**src/rtl/tpg_pkg.sv**
```systemverilog
`timescale 1ns/100ps
package tpg_pkg;
  typedef enum logic [2:0] {
    SRC_LIVE    = 3'b000,
    SRC_MID     = 3'b001,
    SRC_TOP     = 3'b010,
    SRC_BOTTOM  = 3'b011,
    SRC_CHECKER = 3'b100,
    SRC_PN_LONG = 3'b101,
    SRC_PN_SHRT = 3'b110,
    SRC_TOGGLE  = 3'b111
  } src_sel_e;

  typedef enum logic [1:0] {
    NUM_OBIN  = 2'b00,
    NUM_TWOS  = 2'b01,
    NUM_GRAY  = 2'b10,
    NUM_OBIN2 = 2'b11
  } num_fmt_e;
endpackage

```
**src/rtl/tpg_lfsr.sv**
```systemverilog
`timescale 1ns/100ps
module tpg_lfsr #(
  parameter int LEN = 23,
  parameter int TAP = 18,
  parameter int DW  = 14
) (
  input  logic          clk,
  input  logic          rst_n,
  input  logic          restart,
  input  logic          step,
  output logic [DW-1:0] word
);
  localparam logic [LEN-1:0] SEED = '1;

  logic [LEN-1:0] state;
  logic [LEN-1:0] cur;
  logic [LEN-1:0] nxt;

  always_comb begin
    cur = restart ? SEED : state;
    nxt = step ? {cur[LEN-2:0], cur[LEN-1] ^ cur[TAP-1]} : cur;
    // Left-justify the register; when narrower than the word, wrap its top bits again
    for (int i = 0; i < DW; i++) begin
      word[DW-1-i] = cur[LEN-1-(i % LEN)];
    end
  end

  always_ff @(posedge clk or negedge rst_n) begin
    if (!rst_n) state <= SEED;
    else        state <= nxt;
  end
endmodule

```
**src/rtl/tpg_src.sv**
```systemverilog
`timescale 1ns/100ps
module tpg_src
  import tpg_pkg::*;
#(
  parameter int DW  = 14,
  parameter int OFW = 8
) (
  input  logic [2:0]     mode,
  input  logic [DW-1:0]  sample,
  input  logic [OFW-1:0] offset,
  input  logic           phase,
  input  logic [DW-1:0]  long_w,
  input  logic [DW-1:0]  short_w,
  output logic [DW-1:0]  word
);
  localparam int SW = DW + 2;

  function automatic logic [DW-1:0] alt_bits(input logic odd);
    logic [DW-1:0] r;
    for (int i = 0; i < DW; i++) r[i] = ((i % 2) == 1) ? odd : ~odd;
    return r;
  endfunction

  localparam logic [DW-1:0] W_MID  = {1'b1, {(DW-1){1'b0}}};
  localparam logic [DW-1:0] W_ONES = '1;
  localparam logic [DW-1:0] W_ZERO = '0;
  localparam logic [DW-1:0] W_CHKA = alt_bits(1'b1);
  localparam logic [DW-1:0] W_CHKB = alt_bits(1'b0);
  localparam logic signed [SW-1:0] LIMIT = $signed({2'b00, W_ONES});

  logic signed [SW-1:0] sum;
  logic [DW-1:0]        trimmed;
  src_sel_e             sel;

  always_comb begin
    sum = $signed({2'b00, sample}) + $signed({{(SW-OFW){offset[OFW-1]}}, offset});
    if (sum < 0)          trimmed = W_ZERO;
    else if (sum > LIMIT) trimmed = W_ONES;
    else                  trimmed = sum[DW-1:0];
  end

  always_comb begin
    sel = src_sel_e'(mode);
    unique case (sel)
      SRC_LIVE:    word = trimmed;
      SRC_MID:     word = W_MID;
      SRC_TOP:     word = W_ONES;
      SRC_BOTTOM:  word = W_ZERO;
      SRC_CHECKER: word = phase ? W_CHKB : W_CHKA;
      SRC_PN_LONG: word = long_w;
      SRC_PN_SHRT: word = short_w;
      SRC_TOGGLE:  word = phase ? W_ZERO : W_ONES;
      default:     word = trimmed;
    endcase
  end
endmodule

```
**src/rtl/tpg_fmt.sv**
```systemverilog
`timescale 1ns/100ps
module tpg_fmt
  import tpg_pkg::*;
#(
  parameter int DW = 14
) (
  input  logic [1:0]    fmt,
  input  logic          invert,
  input  logic [DW-1:0] word,
  output logic [DW-1:0] result
);
  localparam logic [DW-1:0] SIGN = {1'b1, {(DW-1){1'b0}}};

  logic [DW-1:0] coded;

  always_comb begin
    unique case (num_fmt_e'(fmt))
      NUM_TWOS: coded = word ^ SIGN;
      NUM_GRAY: coded = word ^ (word >> 1);
      default:  coded = word;
    endcase
    result = invert ? ~coded : coded;
  end
endmodule

```
**src/rtl/tpg_out_path.sv**
```systemverilog
`timescale 1ns/100ps
module tpg_out_path #(
  parameter int DW        = 14,
  parameter int OFW       = 8,
  parameter int LONG_LEN  = 23,
  parameter int LONG_TAP  = 18,
  parameter int SHORT_LEN = 9,
  parameter int SHORT_TAP = 5
) (
  input  logic           clk,
  input  logic           rst_n,
  input  logic           in_valid,
  output logic           in_ready,
  input  logic [DW-1:0]  in_data,
  input  logic [2:0]     cfg_mode,
  input  logic           cfg_rst_long,
  input  logic           cfg_rst_short,
  input  logic [OFW-1:0] cfg_offset,
  input  logic           cfg_invert,
  input  logic [1:0]     cfg_format,
  output logic           out_valid,
  input  logic           out_ready,
  output logic [DW-1:0]  out_data
);
  logic          adv;
  logic          fire;
  logic          phase;
  logic [DW-1:0] long_w;
  logic [DW-1:0] short_w;
  logic [DW-1:0] src_w;
  logic [DW-1:0] fmt_w;

  logic          s1_valid;
  logic [DW-1:0] s1_word;
  logic [1:0]    s1_fmt;
  logic          s1_inv;

  // Single stall point: both stages move only when the output slot can drain
  assign adv      = !out_valid || out_ready;
  assign in_ready = adv;
  assign fire     = in_valid && adv;

  always_ff @(posedge clk or negedge rst_n) begin
    if (!rst_n)    phase <= 1'b0;
    else if (fire) phase <= ~phase;
  end

  tpg_lfsr #(.LEN(LONG_LEN), .TAP(LONG_TAP), .DW(DW)) u_pn_long (
    .clk(clk), .rst_n(rst_n), .restart(cfg_rst_long), .step(fire), .word(long_w)
  );

  tpg_lfsr #(.LEN(SHORT_LEN), .TAP(SHORT_TAP), .DW(DW)) u_pn_short (
    .clk(clk), .rst_n(rst_n), .restart(cfg_rst_short), .step(fire), .word(short_w)
  );

  tpg_src #(.DW(DW), .OFW(OFW)) u_src (
    .mode(cfg_mode), .sample(in_data), .offset(cfg_offset), .phase(phase),
    .long_w(long_w), .short_w(short_w), .word(src_w)
  );

  always_ff @(posedge clk or negedge rst_n) begin
    if (!rst_n) begin
      s1_valid <= 1'b0;
      s1_word  <= '0;
      s1_fmt   <= '0;
      s1_inv   <= 1'b0;
    end else if (adv) begin
      s1_valid <= in_valid;
      s1_word  <= src_w;
      s1_fmt   <= cfg_format;
      s1_inv   <= cfg_invert;
    end
  end

  tpg_fmt #(.DW(DW)) u_fmt (
    .fmt(s1_fmt), .invert(s1_inv), .word(s1_word), .result(fmt_w)
  );

  always_ff @(posedge clk or negedge rst_n) begin
    if (!rst_n) begin
      out_valid <= 1'b0;
      out_data  <= '0;
    end else if (adv) begin
      out_valid <= s1_valid;
      out_data  <= fmt_w;
    end
  end
endmodule

```
**config.mk**
```make
export PLATFORM = sky130hd
export DESIGN_NAME = tpg_out_path
export DESIGN_NICKNAME = d
export VERILOG_FILES = /design/src/rtl/tpg_pkg.sv /design/src/rtl/tpg_lfsr.sv /design/src/rtl/tpg_src.sv /design/src/rtl/tpg_fmt.sv /design/src/rtl/tpg_out_path.sv
export SDC_FILE = /design/constraint.sdc
export NUM_CORES = 1
export LEC_CHECK = 0
export ABC_AREA = 1
export CAP_MARGIN = 20
export CORE_ASPECT_RATIO = 1.2
export CORE_MARGIN = 3
export CORE_UTILIZATION = 30
export CTS_CLUSTER_DIAMETER = 100
export DETAILED_ROUTE_END_ITERATION = 10
export SLEW_MARGIN = 10
export SYNTH_ARGS = -nofsm -noshare
export SYNTH_HDL_FRONTEND = slang
export SYNTH_HIERARCHICAL = 1
export SYNTH_SLANG_ARGS = --single-unit
```
**constraint.sdc**
```tcl
create_clock -name clk -period 2.1 [get_ports clk]
set_clock_uncertainty 0.15 [all_clocks]
set_input_delay 0.315 -clock clk [delete_from_list [all_inputs] [get_ports clk]]
set_output_delay 0.315 -clock clk [all_outputs]
set_load 0.005 [all_outputs]
```
==> results of run 1 <==
==> worst paths after layout <==
check                                           to  slack [ns]  cells past startpoint  startpoint
worst max-delay path                   s1_word[11]        0.11                     18  in_data[7]
worst min-delay path                   out_data[4]        0.28                      2       rst_n
worst max register to register         out_data[0]        0.32                     10   s1_fmt[0]
worst min register to register           out_valid        0.31                      2    s1_valid
max in group asynchronous       u_pn_long/state[6]        0.88                      3       rst_n
min in group clk                         out_valid        0.31                      2    s1_valid
==> critical path, delay by kind of cell <==
| kind | cells | cell delay (ns) |
|---|---|---|
| adder cells (fa/ha/maj) | 1 | 0.28 |
| buffers and inverters | 3 | 0.37 |
| AND/OR/NAND/NOR | 14 | 1.09 |
==> layout by cell type, fill, tap and decap left out, drive strengths merged <==
| cell | instances |
|---|---|
| nand4 | 4 |
| o21bai | 2 |
| ha | 17 |
| a21oi | 9 |
| nand3 | 39 |
| clkdlybuf4s50 | 26 |
| dlygate4sd2 | 14 |
| o31ai | 1 |
| buf | 80 |
| o21ai | 41 |
| nor3 | 3 |
| nand3b | 3 |
| inv | 71 |
| a211oi | 1 |
| dlymetal6s2s | 1 |
| or2 | 12 |
| clkinvlp | 1 |
| clkbuf | 14 |
| dfstp | 32 |
| clkinv | 3 |
| fa | 1 |
| nor2 | 35 |
| dfrtp | 34 |
| a21o | 1 |
| a221oi | 13 |
| xnor2 | 3 |
| o21a | 1 |
| bufinv | 2 |
| and2 | 1 |
| dlygate4sd3 | 1 |
| clkdlybuf4s15 | 3 |
| nand2 | 339 |
| xor2 | 4 |
==> cell usage after synthesis, types with 11 or more instances <==
library cell and n:
nand2_1 311, a221oi_1 13, dfrtp_1 34, o21ai_0 30
buf_6 11, nand2_2 24, nand3_1 30, nor2_1 31
ha_1 17, buf_4 11, inv_1 61, dfstp_2 32
==> registers in the layout (all words and copies together) (netlist names) <==
| signal | count |
|---|---|
| out_data | 14 |
| out_valid | 1 |
| phase | 1 |
| s1_fmt | 2 |
| s1_inv | 1 |
| s1_valid | 1 |
| s1_word | 14 |
| u_pn_long/state | 23 |
| u_pn_short/state | 9 |
==> area by class of cell <==
type                            count  area share [%]
Multi-Input combinational cell    530           44.81
Sequential cell                    66           25.49
Timing Repair Buffer              129           16.98
Inverter                           71           4.128
Tap cell                          208           3.921
Clock buffer                       10           3.450
Clock inverter                      6           1.225
==> stage by stage <==
step / cells / setup TNS [ns] / total power [mW]
after floorplan: 697 / 0 / 2.882
after global placement: 986 / -8.575 / 3.453
after detailed placement: 986 / -9.285 / 3.481
after CTS: 1014 / 0 / 5.183
after global routing: 1020 / -0.02522 / 5.553
final: 1020 / 0 / 5.173
==> power by group through the flow <==
stage | sequential [mW] | clock, mW | combinational (mW)
floorplan | 1.75 | 0 | 1.13
global route | 1.79 | 1.67 | 2.09
global placement | 1.77 | 0 | 1.69
detailed placement | 1.77 | 0 | 1.71
finish | 1.75 | 1.58 | 1.85
CTS | 1.76 | 1.62 | 1.81
==> per-layer routing <==
metal / GRT usage (%) / vias to the layer above / wire (um)
met1: 16.94 / 2100 / 5336
met4: 5.490 / 0 / 166
met5: 0 / - / 0
met3: 1.860 / 12 / 354
met2: 25.06 / 63 / 6365
li1: - / 2405 / -
==> kinds of logic (layout without fill, tap and decap cells) <==
kind of cell,count (synthesis),count (layout),synth area share [%]
DFF,66,66,34.43
adders and majority gates,18,18,4.736
and+or+nand+nor,435,436,38.94
xor gates and xnor gates,7,7,1.248
buffers and inverters,102,216,11.41
AOI/OAI and AO/OA,69,69,9.244
==> what timing repair did <==
action                                  CTS  global route
hold buffers                              1             0
gates resized for setup                  58            30
buffers inserted                          9             6
gates cloned                              2             0
endpoints found under the hold margin    12             0
endpoints found under the setup margin   14            14
pin swaps                                26            32
==> metrics.txt, run 1 <==
vias in the first global route 4487; wire per inst roughly 12 um; post-route ant nets 0; worst-skew pair later-pin latency around 0.33 ns; kind of critical path input port to flip-flop; setup ws final between 0.1 and 0.15 ns; placed cell area around 5900 sq um; Cell Area, Synth approximately 4900 sq um; Reg power frac about 34%; largest buffer count on any clock path 2; Lkg Pwr 3.274 nW; Seq/Total Area, Yosys between 30% and 40%; CTS clk-pin slew, worst paths 0.05 ns; maxcap violations 0; post-detail-place hpwl about 8.7 mm; Final Slew Violations 0; CP max-delay cell ha_4; Final nets between 800 and 900; Hold Vio Cnt, Final 0; first-pass GRT wire length approximately 21 mm; crit end category flip-flop; P_sw approximately 1.7 mW; chip width between 100 and 150 um; gpl congestion 0.8773; Fmax around 500 MHz; worst path cell trace clkdlybuf4s15_1 -> ha_4 -> buf_4 -> nand2_1 -> nand2_1 -> nand2_1 -> nand2_1 -> nand2_1 -> nand3_2 -> inv_1 -> nand2_2 -> nand2_4 -> nand2_8 -> nand2_1 -> nand2_1 -> nand2_2 -> nand2_2 -> nand2_2; TritonCTS clock tree yes; post-synth top area share 23.76%; initial antenna violation count 0; Post-synth EDFFs 0; Area contributors post-synth nand2_1, dfrtp_1, dfstp_2; worst-margin pin slew 0.6503 ns; area of the multi-input gates a little under 3000 sq um; fin util 41.94%; GRT Residual Overflow 0; Gate power share approximately 36%; layout cells sized above 1 a little under 30%; startpoint types input port; ANT cells 0; Async SR Flop Fraction 100.0%; crit-path max FO 7; post-synth cell types 47; Post-Place Worst Slack -0.7138 ns; Power Internal 3.470 mW; clock power share 30.5%; Worst EP required roughly 2.2 ns; full die area ~18000 sq um; sw frac about 33%; Worst EP arrival about 2.1 ns; Max H-tree Level 3; Port Buffers 49; vias roughly 4600; Final setup viols 0; cell taking the most area after synthesis nand2_1; Routed WL around 12 mm; YS warnings 6; largest net degree at the start of global routing 35; P&R area growth vs syn 35.09%; post-DR vias/cell 4.490; Largest stage delay, worst path 0.28 ns; DRC Markers 0; status finished, final reports clean; Rows 50; WHS 0.2784 ns; Initial DRC Count ~270; DIE HEIGHT around 150 um; Seq. cell area between 1500 and 2000 sq um; Power Dens Cells between 700 and 800 nW/um^2; Core Box Area approximately 16000 sq um; gr usage total 14.09%; min cycle time layout about 2 ns; Seq cells post-synth 66; max_slew headroom 56.41%; dominant synthesized flop cell dfrtp_1; CTS buffer count 9; fin crit share 94.73%; Crit path top cell by count nand2_1; root buf cell clkbuf_16; synthesized instance count about 700; Initial DRT Pass Iterations 5; clk sinks between 60 and 70; syn_area_per_cell 7.049 sq um; initial core utilization approximately 31%; Peak VDD IR 0.3857 mV; final instance area about 6600 sq um; syn_nets 749; Min-Delay Path Class input port to async pin; I/O pins 50; Filler cells between 1500 and 2000
Power figures use the tool's default switching activity.
==> run 2: changes to the inputs <==
--- a/config.mk
+++ b/config.mk
@@ -8,7 +8,7 @@
 export ABC_AREA = 1
 export CAP_MARGIN = 20
 export CORE_ASPECT_RATIO = 1.2
-export CORE_MARGIN = 3
+export CORE_MARGIN = 5
 export CORE_UTILIZATION = 30
 export CTS_CLUSTER_DIAMETER = 100
 export DETAILED_ROUTE_END_ITERATION = 10
==> constraint.sdc (replaced) <==
create_clock -name clk -period 1.7 [get_ports clk]
set_clock_uncertainty 0.15 [all_clocks]
set_input_delay 0.255 -clock clk [delete_from_list [all_inputs] [get_ports clk]]
set_output_delay 0.255 -clock clk [all_outputs]
set_load 0.005 [all_outputs]
==> run 2 against run 1 <==
  * The flow now finishes with violations (setup timing)
  * Global-route usage decreased by 0.78 points
  * Clock power increased by 19%
  * First-iteration DRC count decreased by 23%
  * Worst hold slack got worse by 0.14 ns
  * Utilization increased by 2.8 points
  * Sequential power increased by 25%
  * Via count increased by 2.6%
  * Cell count increased by 2.6%
  * Non-clock buffer count increased by 23
  * Die area increased by 6.1%
==> metrics.txt, run 2 (same netlist as run 1, synthesis figures left out) <==
vias in the first global route 4585 (+2.2%); setup ws final -0.1451 ns (-0.2558 ns); kind of critical path input port to flip-flop; Hold Vio Cnt, Final 0 (unchanged); Gate power share 40.1% (+4.4 points); startpoint types input port; full die area 19050 sq um (+6.1%); DRC Markers 0 (unchanged); worst-margin pin slew 0.5944 ns (-0.05596 ns); largest net degree at the start of global routing 51 (+46%); CTS clk-pin slew, worst paths 0.05 ns (about the same); Worst EP arrival 1.92 ns (-0.14 ns); most flop-heavy register u_pn_long/state; first-pass GRT wire length 20.89 mm (+0.63%); clk sinks 66 (unchanged); sw frac 33.96% (+1.0 points); Power Dens Cells 939.6 nW/um^2 (+21%); root buf cell clkbuf_16; endpoint of the worst-slack reg-to-reg timing path out_data[3]; fin crit share 108.5%; Largest stage delay, worst path 0.45 ns (+0.17 ns); CTS buffer count 9 (unchanged); Worst EP required 1.77 ns (-0.40 ns); wire per inst 12.44 um (+3.8%); P_sw 2.304 mW (+35%); DIE HEIGHT 150.2 um (+2.7%); max_slew headroom 60.33% (+3.9 points); min cycle time layout around 1.8 ns; Routed WL 13.02 mm (+6.5%); I/O pins 50 (unchanged); gpl congestion 0.8649 (-1.4%); Rows 51 (+2.0%); Crit path top cell by count nand2_1; layout cells sized above 1 40.48% (+11 points); largest registers u_pn_long/state (23), out_data (14), s1_word (14); R2R cell count 8 (-2); Min-Delay Path Class input port to async pin; Initial DRT Pass Iterations 6 (+1); initial core utilization 30.43% (-0.61 points); commonest cells after routing, fill and taps aside nand2_1, buf_4, inv_1, nand2_2, dfrtp_1; TritonCTS clock tree yes; worst-skew pair later-pin latency 0.33 ns (about the same); RR Startpoint s1_fmt[1]; Worst Path Buf+Inv 4 (+1); maxcap violations 0 (unchanged); Final Slew Violations 0 (unchanged); commonest non-fill, non-tap cell in the layout nand2_1; initial antenna violation count 0 (unchanged); Power Internal 4.481 mW (+29%); P&R area growth vs syn 46.96%; unrepaired setup endpoints after global routing yes; CP delay by family, top buffers and inverters; Post-Place Worst Slack -1.028 ns (-0.3138 ns); Max H-tree Level 3 (unchanged); status finished with violations; post-DR vias/cell 4.488 (about the same); chip width 126.8 um (+3.3%); largest buffer count on any clock path 2 (unchanged); crit-path max FO 7 (unchanged); Initial DRC Count 211 (-23%); Peak VDD IR 0.5535 mV (+44%); Lkg Pwr 3.498 nW (+6.8%); placed cell area 6098 sq um (+3.4%); GRT Residual Overflow 0 (unchanged); crit end category flip-flop; Reg power frac 32.1% (-1.8 points); post-route ant nets 0 (unchanged); worst path cell trace clkdlybuf4s50_1 -> buf_4 -> nand3_1 -> clkinvlp_4 -> clkbuf_4 -> a221oi_2 -> nand2_1 -> nand2_1 -> nand2_1; ANT cells 0 (unchanged); final instance area 7221 sq um (+8.8%); max FFs per register 23 (unchanged); Final nets 882 (+2.7%); gr usage total 13.31% (-0.78 points); failing checks setup timing; clock power share 27.7% (-2.8 points); Fmax approximately 540 MHz; CP max-delay cell clkdlybuf4s50_1; Port Buffers 49 (unchanged); flop2flop setup slack 0.03 ns (-0.29 ns); post-detail-place hpwl 8.962 mm (+3.0%); Final setup viols 14 (+14); Core Box Area 16140 sq um (+2.0%); Tot Pwr 6.785 mW (+31%); vias 4699 (+2.6%)
==> run 2: routing by layer <==
layer | vias up | track usage [%] | share of wire [%]
met5 | - | 0 | 0
li1 | 2456 | - | -
met1 | 2141 | 15.55 | 42
met3 | 23 | 2.094 | 3.3
met4 | 0 | 4.238 | 2.5
met2 | 79 | 24.79 | 53
==> run 2: layout make-up <==
cell class	instances	area (sq um)
clock buffer	14	264.0
clock inverter	2	35.03
fill	1587	8924
inverter	71	285.3
multi-input combinational	530	3303
sequential	66	1693
tap	212	265.3
timing repair buffer	152	1375
==> run 2: worst max-delay path by stage <==
| stage | from | slack [ns] | cells past startpoint | to |
|---|---|---|---|---|
| 2_1_floorplan | cfg_offset[0] | -0.28 | 16 | s1_word[10] |
| 3_3_place_gp | cfg_offset[7] | -1.00 | 14 | s1_word[5] |
| 3_5_place_dp | cfg_offset[7] | -1.03 | 16 | s1_word[5] |
| 4_1_cts | in_data[0] | -0.18 | 15 | s1_word[8] |
| 5_1_grt | in_data[8] | -0.22 | 16 | s1_word[9] |
| 6_report | cfg_mode[2] | -0.15 | 9 | s1_word[8] |
==> run 2: what timing repair did <==
action,4_1_cts,5_1_grt
gates cloned,2,2
pin swaps,37,86
hold buffers,1,0
setup buffers,9,8
endpoints found under the setup margin,20,26
endpoints found under the hold margin,34,0
gates resized for setup,126,101
==> run 2: per-stage QoR <==
step	util [%]	setup TNS [ns]	cells	hold slack [ns]
2_1_floorplan	-	-3.374	697	-0.1906
3_3_place_gp	37.73	-13.76	1008	-0.04783
3_5_place_dp	37.77	-14.14	1009	-0.04739
4_1_cts	42.12	-1.782	1037	0.1321
5_1_grt	44.73	-2.499	1047	0.1634
6_report	44.73	-1.051	1047	0.1381
==> run 2: power groups by stage <==
stage | sequential (mW) | clock (mW) | combinational [mW]
floorplan | 2.16 | 0 | 1.39
global placement | 2.19 | 0 | 2.21
detailed placement | 2.20 | 0 | 2.23
CTS | 2.18 | 1.93 | 2.40
global route | 2.23 | 1.98 | 3.03
finish | 2.18 | 1.88 | 2.72
==> run 2: worst reg2reg max path: stages, from the launching register on <==
cell	delay [ns]
dfrtp_2	0.43
ha_4	0.28
nor2_4	0.18
clkbuf_16	0.19
nand2_1	0.07
nand3_1	0.08
nand2_1	0.07
nand2_1	0.06
nand2_1	0.04
==> run 3: changes to the inputs <==
--- a/config.mk
+++ b/config.mk
@@ -6,7 +6,7 @@
 export NUM_CORES = 1
 export LEC_CHECK = 0
 export ABC_AREA = 1
-export CAP_MARGIN = 20
+export CAP_MARGIN = 30
 export CORE_ASPECT_RATIO = 1.2
 export CORE_MARGIN = 5
 export CORE_UTILIZATION = 30
==> run 3 against run 2 <==
  * The flow still finishes with violations (setup timing)
  * Global-route usage unchanged
  * Sequential share of layout area unchanged
  * Critical path depth stayed put
  * Via count did not move
  * Sequential power is essentially flat
  * Largest cell class unchanged
  * Die area stayed put
  * Critical endpoint unchanged
  * Design area is the same
  * Clock power barely moved
  * Utilization unchanged
  * Worst hold slack did not move
  * Wire length unchanged
==> metrics.txt, run 3 (same netlist as run 1, synthesis figures left out) <==
Initial DRC Count 211 (unchanged); largest registers u_pn_long/state (23), out_data (14), s1_word (14); largest buffer count on any clock path 2 (unchanged); initial core utilization 30.43% (unchanged); Fmax 542.0 MHz (unchanged); clk sinks 66 (unchanged); gr usage total 13.31% (unchanged); Final Slew Violations 0 (unchanged); Initial DRT Pass Iterations 6 (unchanged); I/O pins 50 (unchanged); vias in the first global route 4585 (unchanged); Crit path top cell by count nand2_1; setup ws final -0.1451 ns (unchanged); Post-Place Worst Slack -1.028 ns (unchanged); maxcap violations 0 (unchanged); DIE HEIGHT 150.2 um (unchanged); unrepaired setup endpoints after global routing yes; final instance area 7221 sq um (unchanged); crit end category flip-flop; post-detail-place hpwl 8.962 mm (unchanged); root buf cell clkbuf_16; GRT Residual Overflow 0 (unchanged); CTS clk-pin slew, worst paths 0.05 ns (about the same); worst-margin pin slew 0.5944 ns (unchanged); Port Buffers 49 (unchanged); commonest non-fill, non-tap cell in the layout nand2_1; worst-skew pair later-pin latency 0.33 ns (about the same); fin util 44.73% (unchanged); Lkg Pwr 3.498 nW (unchanged); Worst EP arrival 1.92 ns (about the same); P&R area growth vs syn 46.96% (unchanged); Min-Delay Path Class input port to async pin; Power Dens Cells 939.6 nW/um^2 (unchanged); Core Box Area 16140 sq um (unchanged); Largest stage delay, worst path 0.45 ns (about the same); gpl congestion 0.8649 (unchanged); Max H-tree Level 3 (unchanged); largest net degree at the start of global routing 51 (unchanged); layout cells sized above 1 40.48% (unchanged); Filler cells 1587 (unchanged); wire per inst 12.44 um (unchanged); CTS buffer count 9 (unchanged); failing checks setup timing; chip width 126.8 um (unchanged); most flop-heavy register u_pn_long/state; post-route ant nets 0 (unchanged); DRC Markers 0 (unchanged); worst path cell trace clkdlybuf4s50_1 -> buf_4 -> nand3_1 -> clkinvlp_4 -> clkbuf_4 -> a221oi_2 -> nand2_1 -> nand2_1 -> nand2_1; CP max-delay cell clkdlybuf4s50_1; Final setup viols 14 (unchanged); min cycle time layout 1.845 ns (unchanged); startpoint types input port; Routed WL 13.02 mm (unchanged); status finished with violations; Hold Vio Cnt, Final 0 (unchanged); Rows 51 (unchanged); fin crit share 108.5% (unchanged); Final nets 882 (unchanged); ANT cells 0 (unchanged); initial antenna violation count 0 (unchanged); post-DR vias/cell 4.488 (unchanged); max FFs per register 23 (unchanged); max_slew headroom 60.33% (unchanged); crit-path max FO 7 (unchanged); Peak VDD IR 0.5535 mV (unchanged); full die area 19050 sq um (unchanged); first-pass GRT wire length 20.89 mm (unchanged); commonest cells after routing, fill and taps aside nand2_1, buf_4, inv_1, nand2_2, dfrtp_1; kind of critical path input port to flip-flop; placed cell area 6098 sq um (unchanged); TritonCTS clock tree yes; Worst EP required 1.77 ns (about the same); vias 4699 (unchanged)
[run 3: cell counts in the layout (fill, tap and decap cells not counted)]
No cell type changed its count.
[run 3: routing by layer]
metal	GRT usage, %	wire length (um)	vias up	share of wire [%]
li1	-	-	2456	-
met1	15.55	5420	2141	42
met2	24.79	6841	79	53
met3	2.094	432	23	3.3
met4	4.238	328	0	2.5
met5	0	0	-	0
[run 3: critical path: cells and delay by family]
kind | cells | cell delay (ns)
compound gates | 1 | 0.34
simple gates | 4 | 0.37
buf+inv | 4 | 0.94
[run 3: worst paths after layout]
kind | from | endpoint | slack, ns | depth (start not counted)
setup / recovery | cfg_mode[2] | s1_word[8] | -0.15 | 9
hold / removal | rst_n | out_data[1] | 0.14 | 2
setup reg to reg | s1_fmt[1] | out_data[3] | 0.03 | 8
hold reg to reg | s1_valid | out_valid | 0.29 | 2
max in group asynchronous | rst_n | u_pn_long/state[9] | 0.70 | 3
min in group clk | s1_valid | out_valid | 0.29 | 2
[run 3: area by class of cell]
cell class              count  area [sq um]  share of cell area [%]
clock buffers              14         264.0                   3.656
well taps                 212         265.3                   3.674
clock inverters             2         35.03                  0.4852
repair buffers            152          1375                   19.04
multi-input cells         530          3303                   45.75
inverters                  71         285.3                   3.951
flip-flops and latches     66          1693                   23.44
[run 3: timing repair]
item                                    4_1_cts  5_1_grt
hold buffers                                  1        0
setup buffers                                 9        8
endpoints found under the hold margin        34        0
resized for setup                           126      101
gates cloned                                  2        2
pin swaps                                    37       86
endpoints found under the setup margin       20       26
[run 3: report_power, final]
part           leakage, nW  switching [mW]  internal, mW  total, mW
clock network        0.147           0.667          1.21       1.88
logic                 2.60            1.42          1.31       2.72
registers            0.750           0.221          1.96       2.18
[run 3: through the flow]
step	instances	total power [mW]	TNS, ns	hold slack (ns)
5_1_grt	1047	7.249	-2.499	0.1634
4_1_cts	1037	6.509	-1.782	0.1321
2_1_floorplan	697	3.558	-3.374	-0.1906
3_3_place_gp	1008	4.401	-13.76	-0.04783
3_5_place_dp	1009	4.431	-14.14	-0.04739
6_report	1047	6.785	-1.051	0.1381
